===== src/rtl/pa_pkg.sv =====
package pa_pkg;
  localparam int ADDR_W = 2;

  typedef enum logic [ADDR_W-1:0] {
    REG_COUNT = 2'd0,
    REG_MASK  = 2'd1,
    REG_CTRL  = 2'd2,
    REG_SPARE = 2'd3
  } reg_addr_e;

  // mask register bit positions
  localparam int MB_TMR_OVF = 7;
  localparam int MB_RT      = 6;
  localparam int MB_ACC_OVF = 5;
  localparam int MB_ACC_EDG = 4;
  localparam int PS_W       = 2;

  // control register bit positions
  localparam int CB_EDGE_F  = 7;
  localparam int CB_OVF_F   = 6;
  localparam int CB_RISE    = 0;
endpackage


===== src/rtl/pa_sync_edge.sv =====
module pa_sync_edge #(
  parameter int STAGES = 2
) (
  input  logic clk,
  input  logic rst,
  input  logic pin,
  input  logic rise_sel,
  output logic hit
);
  logic [STAGES-1:0] chain;
  logic              prev;
  logic              cur;

  genvar g;
  generate
    for (g = 0; g < STAGES; g++) begin : g_stage
      if (g == 0) begin : g_first
        always_ff @(posedge clk) begin
          if (rst) chain[0] <= 1'b0;
          else     chain[0] <= pin;
        end
      end else begin : g_next
        always_ff @(posedge clk) begin
          if (rst) chain[g] <= 1'b0;
          else     chain[g] <= chain[g-1];
        end
      end
    end
  endgenerate

  assign cur = chain[STAGES-1];

  always_ff @(posedge clk) begin
    if (rst) prev <= 1'b0;
    else     prev <= cur;
  end

  always_comb begin
    if (rise_sel) hit = cur & ~prev;
    else          hit = ~cur & prev;
  end
endmodule


===== src/rtl/pa_counter.sv =====
module pa_counter #(
  parameter int W = 8
) (
  input  logic         clk,
  input  logic         rst,
  input  logic         load,
  input  logic [W-1:0] load_val,
  input  logic         inc,
  input  logic         clr_ovf,
  output logic [W-1:0] count,
  output logic         ovf_flag
);
  logic wrap;

  assign wrap = inc & ~load & (count == {W{1'b1}});

  // value register is intentionally outside reset
  always_ff @(posedge clk) begin
    if (load)     count <= load_val;
    else if (inc) count <= count + {{(W-1){1'b0}}, 1'b1};
  end

  always_ff @(posedge clk) begin
    if (rst)          ovf_flag <= 1'b0;
    else if (wrap)    ovf_flag <= 1'b1;
    else if (clr_ovf) ovf_flag <= 1'b0;
  end
endmodule


===== src/rtl/pa_regs.sv =====
module pa_regs
  import pa_pkg::*;
#(
  parameter int DATA_W  = 8,
  parameter int WIN_CYC = 64
) (
  input  logic              clk,
  input  logic              rst,
  input  logic              special_mode,
  input  logic              wr_mask,
  input  logic              wr_ctrl,
  input  logic [DATA_W-1:0] wdata,
  input  logic              edge_hit,
  output logic [3:0]        mask_en,
  output logic [PS_W-1:0]   prescale,
  output logic              rise_sel,
  output logic              edge_flag,
  output logic              ps_locked
);
  localparam int WIN_W = $clog2(WIN_CYC + 1);
  localparam logic [WIN_W-1:0] WIN_END = WIN_CYC[WIN_W-1:0];

  logic [WIN_W-1:0] win_cnt;
  logic             win_open;
  logic             ps_taken;
  logic             ps_ok;
  logic             unused_wbits;

  assign unused_wbits = ^wdata[3:2] ^ ^wdata[DATA_W-1:DATA_W-2];

  always_ff @(posedge clk) begin
    if (rst)                  win_cnt <= '0;
    else if (win_cnt != WIN_END) win_cnt <= win_cnt + 1'b1;
  end

  assign win_open  = (win_cnt != WIN_END);
  assign ps_ok     = special_mode | (win_open & ~ps_taken);
  assign ps_locked = ~ps_ok;

  always_ff @(posedge clk) begin
    if (rst) begin
      mask_en  <= '0;
      prescale <= '0;
      ps_taken <= 1'b0;
    end else if (wr_mask) begin
      mask_en <= wdata[MB_TMR_OVF:MB_ACC_EDG];
      if (ps_ok) begin
        prescale <= wdata[PS_W-1:0];
        if (!special_mode) ps_taken <= 1'b1;
      end
    end
  end

  always_ff @(posedge clk) begin
    if (rst)          rise_sel <= 1'b1;
    else if (wr_ctrl) rise_sel <= wdata[CB_RISE];
  end

  always_ff @(posedge clk) begin
    if (rst)                              edge_flag <= 1'b0;
    else if (edge_hit)                    edge_flag <= 1'b1;
    else if (wr_ctrl && wdata[CB_EDGE_F]) edge_flag <= 1'b0;
  end
endmodule


===== src/rtl/pa_accum.sv =====
module pa_accum
  import pa_pkg::*;
#(
  parameter int DATA_W      = 8,
  parameter int WIN_CYC     = 64,
  parameter int SYNC_STAGES = 2
) (
  input  logic              clk,
  input  logic              rst,
  input  logic              special_mode,
  input  logic              pulse_in,
  input  logic              wr_en,
  input  logic              rd_en,
  input  logic [ADDR_W-1:0] addr,
  input  logic [DATA_W-1:0] wdata,
  output logic [DATA_W-1:0] rdata,
  output logic              irq_acc_ovf,
  output logic              irq_acc_edge,
  output logic              tmr_ovf_en,
  output logic              rt_en,
  output logic [PS_W-1:0]   prescale
);
  logic              wr_count, wr_mask, wr_ctrl;
  logic              edge_hit, rise_sel;
  logic [DATA_W-1:0] count;
  logic              ovf_flag, edge_flag, ps_locked;
  logic [3:0]        mask_en;
  logic [DATA_W-1:0] rd_mux;

  assign wr_count = wr_en && (addr == REG_COUNT);
  assign wr_mask  = wr_en && (addr == REG_MASK);
  assign wr_ctrl  = wr_en && (addr == REG_CTRL);

  pa_sync_edge #(.STAGES(SYNC_STAGES)) u_edge (
    .clk      (clk),
    .rst      (rst),
    .pin      (pulse_in),
    .rise_sel (rise_sel),
    .hit      (edge_hit)
  );

  pa_counter #(.W(DATA_W)) u_cnt (
    .clk      (clk),
    .rst      (rst),
    .load     (wr_count),
    .load_val (wdata),
    .inc      (edge_hit),
    .clr_ovf  (wr_ctrl & wdata[CB_OVF_F]),
    .count    (count),
    .ovf_flag (ovf_flag)
  );

  pa_regs #(.DATA_W(DATA_W), .WIN_CYC(WIN_CYC)) u_regs (
    .clk          (clk),
    .rst          (rst),
    .special_mode (special_mode),
    .wr_mask      (wr_mask),
    .wr_ctrl      (wr_ctrl),
    .wdata        (wdata),
    .edge_hit     (edge_hit),
    .mask_en      (mask_en),
    .prescale     (prescale),
    .rise_sel     (rise_sel),
    .edge_flag    (edge_flag),
    .ps_locked    (ps_locked)
  );

  always_comb begin
    rd_mux = '0;
    case (addr)
      REG_COUNT: rd_mux = count;
      REG_MASK: begin
        rd_mux[MB_TMR_OVF:MB_ACC_EDG] = mask_en;
        rd_mux[PS_W-1:0]              = prescale;
      end
      REG_CTRL: begin
        rd_mux[CB_EDGE_F] = edge_flag;
        rd_mux[CB_OVF_F]  = ovf_flag;
        rd_mux[CB_RISE]   = rise_sel;
      end
      default: rd_mux = '0;
    endcase
  end

  always_ff @(posedge clk) begin
    if (rst)        rdata <= '0;
    else if (rd_en) rdata <= rd_mux;
  end

  assign tmr_ovf_en   = mask_en[3];
  assign rt_en        = mask_en[2];
  assign irq_acc_ovf  = ovf_flag  & mask_en[1];
  assign irq_acc_edge = edge_flag & mask_en[0];
endmodule


===== config.mk =====
export PLATFORM = sky130hd
export DESIGN_NAME = pa_accum
export DESIGN_NICKNAME = d
export VERILOG_FILES = /design/src/rtl/pa_pkg.sv /design/src/rtl/pa_sync_edge.sv /design/src/rtl/pa_counter.sv /design/src/rtl/pa_regs.sv /design/src/rtl/pa_accum.sv
export SDC_FILE = /design/constraint.sdc
export NUM_CORES = 1
export LEC_CHECK = 0
export ABC_AREA = 1
export CAP_MARGIN = 20
export CORE_MARGIN = 4
export CORE_UTILIZATION = 30
export DETAILED_ROUTE_END_ITERATION = 6
export PLACE_DENSITY = 0.51
export SETUP_SLACK_MARGIN = 0.1
export SLEW_MARGIN = 20
export SYNTH_ARGS = -nofsm -noshare
export SYNTH_HDL_FRONTEND = slang
export SYNTH_SLANG_ARGS = --single-unit

===== constraint.sdc =====
create_clock -name clk -period 1.5 [get_ports clk]
set_input_delay 0.15 -clock clk [delete_from_list [all_inputs] [get_ports clk]]
set_output_delay 0.15 -clock clk [all_outputs]
set_load 0.01 [all_outputs]

==> Implementation_results.wiki, run 1 <==
{| class="wikitable"
! Metric !! Value
|-
| Via count || between 1,000 and 1,500
|-
| Die Y || 83.7 um
|-
| Commonest cells in the netlist || sky130_fd_sc_hd__nand2_1 (42), sky130_fd_sc_hd__inv_1 (31), sky130_fd_sc_hd__dfxtp_1 (28), sky130_fd_sc_hd__nor2_1 (21)
|-
| Global routing usage on met1 || ~16%
|-
| Setup_tns || 0 ps
|-
| Placeable Area || 5540 um^2
|-
| Overall Power || 2.11 mW
|-
| Clock slew at the register clock pins of the worst setup and hold paths || 70 ps
|-
| Largest stage delay on the critical path || ~540 ps
|-
| Arrival time at the worst endpoint || 1170 ps
|-
| Most repeated cell in the gate-level netlist after synthesis || sky130_fd_sc_hd__nand2_1
|-
| Peak VDD IR || about 0.45 mV
|-
| Layout fillers || just under 600
|-
| Crit path required time || 1350 ps
|-
| Cts-stage hold buffer count || 0
|-
| Distinct cell type count after synthesis || 29
|-
| GR met2 Demand/Resource || 19.8%
|-
| Sequential area share after synthesis || 46.5%
|-
| Count of buffering cells on the critical path with inverters included || 1
|-
| Net count after synthesis || 236
|-
| Crit. End Element || output pin
|-
| Worst Tran Pin Value || 361 ps
|-
| I/O pin count || 30
|-
| Number of antenna violations at the first check in global routing || 0
|-
| Part of the cycle the worst path needs || 87.9%
|-
| Slowest library cell on the worst path || sky130_fd_sc_hd__clkdlybuf4s50_1
|-
| Tmin final || ~1300 ps
|-
| Area of the die || 7010 um^2
|-
| Number of buffer cells added on primary ports || 29
|-
| Footprint of the multi-input gates || 749 um^2
|-
| Leakage power || ~1.0 nW
|-
| Cell at the root of the clock tree || sky130_fd_sc_hd__clkbuf_8
|-
| Final Hold Fails || 0
|-
| Cell Area, Synth || 1720 um^2
|-
| Fraction of post-synthesis cell area in the top cell type by area || 32.6%
|-
| Number of instances in the synthesized netlist || 217
|-
| Top cells by area, synth || sky130_fd_sc_hd__dfxtp_1 (33%), sky130_fd_sc_hd__edfxtp_1 (14%), sky130_fd_sc_hd__nand2_1 (9.2%), sky130_fd_sc_hd__inv_1 (6.8%), sky130_fd_sc_hd__a21oi_1 (4.7%)
|-
| Pre-CTS setup slack || 3.58 ps
|-
| GRT Residual Overflow || 0
|-
| Total clock sinks || 36
|-
| # rows || 27
|-
| Element type at the critical path start || register
|-
| Worst-case clock skew || roughly 6 ps
|-
| Largest net degree at the start of global routing || 14
|-
| Fmax || 759 MHz
|-
| Cell area power density || 910 nW/um^2
|-
| Count of endpoints failing setup in the final report || 0
|-
| Worst max-slew margin expressed relative to the limit || between 70% and 80%
|-
| Initial DRC count || 67
|-
| Max FO, Critical Path || 2
|-
| Final non-filler cell area || 2320 um^2
|-
| Clock buffers created by TritonCTS || 5
|-
| Run status || finished, final reports clean
|-
| # placed instances || approximately 330
|-
| Post-synth top flop || sky130_fd_sc_hd__dfxtp_1
|-
| Via density || 4.38
|-
| Wire length of the first global-routing pass || 6840 um
|-
| Layout-stage area growth over the synthesis result || 35.1%
|-
| FFs w/ async S/R, synth || 0%
|-
| CP Cell Sequence || clkdlybuf4s50_1
|-
| Instance area at placement || 2200 um^2
|-
| CTS tree || yes
|-
| Total of flip-flops plus latches after synthesis || 36
|-
| Max Cap Violations || 0
|-
| Post-DR wirelength/cell || 11.6 um
|-
| Fin. max-slew vios || 0
|-
| Origin of the critical flop-to-flop path || u_cnt.count[0]
|-
| Wire length after detailed routing || ~3900 um
|-
| Global routing usage on met3 || about 3.6%
|-
| Critical setup path kind || register to output pin
|-
| Kind of cell adding the most delay to the critical path || buffers and inverters
|-
| Number of enable-type register cells in the synthesized netlist || 8
|-
| Latest clock arrival within the worst-skew pair || 280 ps
|-
| Cell type contributing the most total cell area after synthesis || sky130_fd_sc_hd__dfxtp_1
|-
| Width of the chip || 83.7 um
|-
| First-pass iteration count of the detailed router || 4
|-
| Worst hold path class || input pin to register
|-
| Sequential Area || 806 um^2
|-
| Starting density of the core || 31.1%
|-
| Setup repair after global routing missed its margin || yes
|-
| Setup ws final || 182 ps
|-
| Post-layout nets || 284
|-
| Hold path start || pulse_in
|-
| Antenna Nets Post-Route || 0
|-
| Global routing usage summed across all routing layers || roughly an eighth
|-
| Post-DP HPWL || 3050 um
|-
| Warnings, synthesis || 0
|-
| Synthesized area per cell || 7.93 um^2
|-
| Total number of H-tree levels || 2
|-
| Launch point of the worst path || rdata[7]
|-
| Fin cells || 338
|-
| Last weighted congestion value of the routability-driven placer || 0.774
|-
| Remaining design rule violation count || 0
|-
| Buffer depth of the longest clock path || 2
|-
| Most utilized layer in the global route result || met2
|-
| Fraction of layout instances using a drive strength above 1 || around 16%
|-
| ANT cells || 0
|-
| Number of global-route vias before repair || approximately 1,500
|}
[layer usage]
metal	part of all wire [%]	routed length, um
met1	48	1870
met2	46	1810
met3	4.6	180
met4	1.5	59
met5	0	0
[per-stage QoR]
step                      hold slack [ps]  utilization, %
after CTS                             374            41.4
after detailed placement              401            39.8
after floorplan                       219               -
final                                 382            41.9
after global placement                393            39.8
after global routing                  387            41.9
[timing repair]
action | in CTS | in global routing
resized for setup | 4 | 8
setup endpoints to repair | 3 | 18
setup buffers | 0 | 2
[power breakdown]
part	switching [mW]	leakage [nW]	total, mW	internal (mW)
combinational	0.155	0.686	0.314	0.159
sequential	0.0379	0.306	1.09	1.05
clock	0.341	0.0488	0.716	0.374
total	0.534	1.04	2.11	1.58
[registers in the layout, summed over array words and instances, names as in the netlist]
| register | count |
|---|---|
| rdata | 8 |
| u_cnt.count | 8 |
| u_cnt.ovf_flag | 1 |
| u_edge.chain | 1 |
| u_edge.cur | 1 |
| u_edge.prev | 1 |
| u_regs.edge_flag | 1 |
| u_regs.mask_en | 4 |
| u_regs.prescale | 2 |
| u_regs.ps_taken | 1 |
| u_regs.rise_sel | 1 |
| u_regs.win_cnt | 7 |
[layout make-up]
| cell class | count | area share (%) |
|---|---|---|
| clock inverters | 1 | 0.269 |
| repair buffers | 45 | 19.0 |
| well taps | 72 | 3.88 |
| multi-input cells | 141 | 32.3 |
| flip-flops and latches | 36 | 34.7 |
| inverters | 36 | 6.25 |
| clock buffers | 7 | 3.72 |
[final timing paths]
check | end | slack (ps) | cells after the start
max | rdata[7] | 180 | 1
min | u_edge.chain[0] | 380 | 3
max reg2reg | u_cnt.count[4] | 200 | 4
min reg2reg | u_edge.cur | 400 | 2
[cells in the final DEF (no fill, tap or decap), drive strengths merged, types with 3 or more instances in the layout]
| master | n |
|---|---|
| a21oi | 16 |
| clkbuf | 7 |
| xnor2 | 3 |
| nand2 | 44 |
| nor2 | 23 |
| clkdlybuf4s50 | 24 |
| edfxtp | 8 |
| nand3 | 16 |
| ha | 3 |
| xor2 | 4 |
| inv | 37 |
| dfxtp | 28 |
| nand4 | 3 |
| dlymetal6s2s | 3 |
| buf | 16 |
| o21ai | 22 |
[cells by family after synthesis]
kind of cell | Yosys count | share of synthesized area (%)
fa+ha+maj | 3 | 2.18
compound gates | 45 | 15.1
flops | 36 | 46.5
buf+inv | 40 | 10.0
simple gates | 86 | 22.6
xor+xnor | 7 | 3.56
Power figures use the tool's default switching activity.
==> inputs of run 2 (changes only) <==
Settings changed: CTS_CLUSTER_SIZE from default to 25.
==> results of run 2 <==
The final DEF is identical to that of run 1; final timing and power are the same.
==> inputs of run 3 (changes only) <==
Settings changed: HOLD_SLACK_MARGIN from default to 0.08.
==> results of run 3 <==
The final DEF is identical to that of run 1; final timing and power are the same.
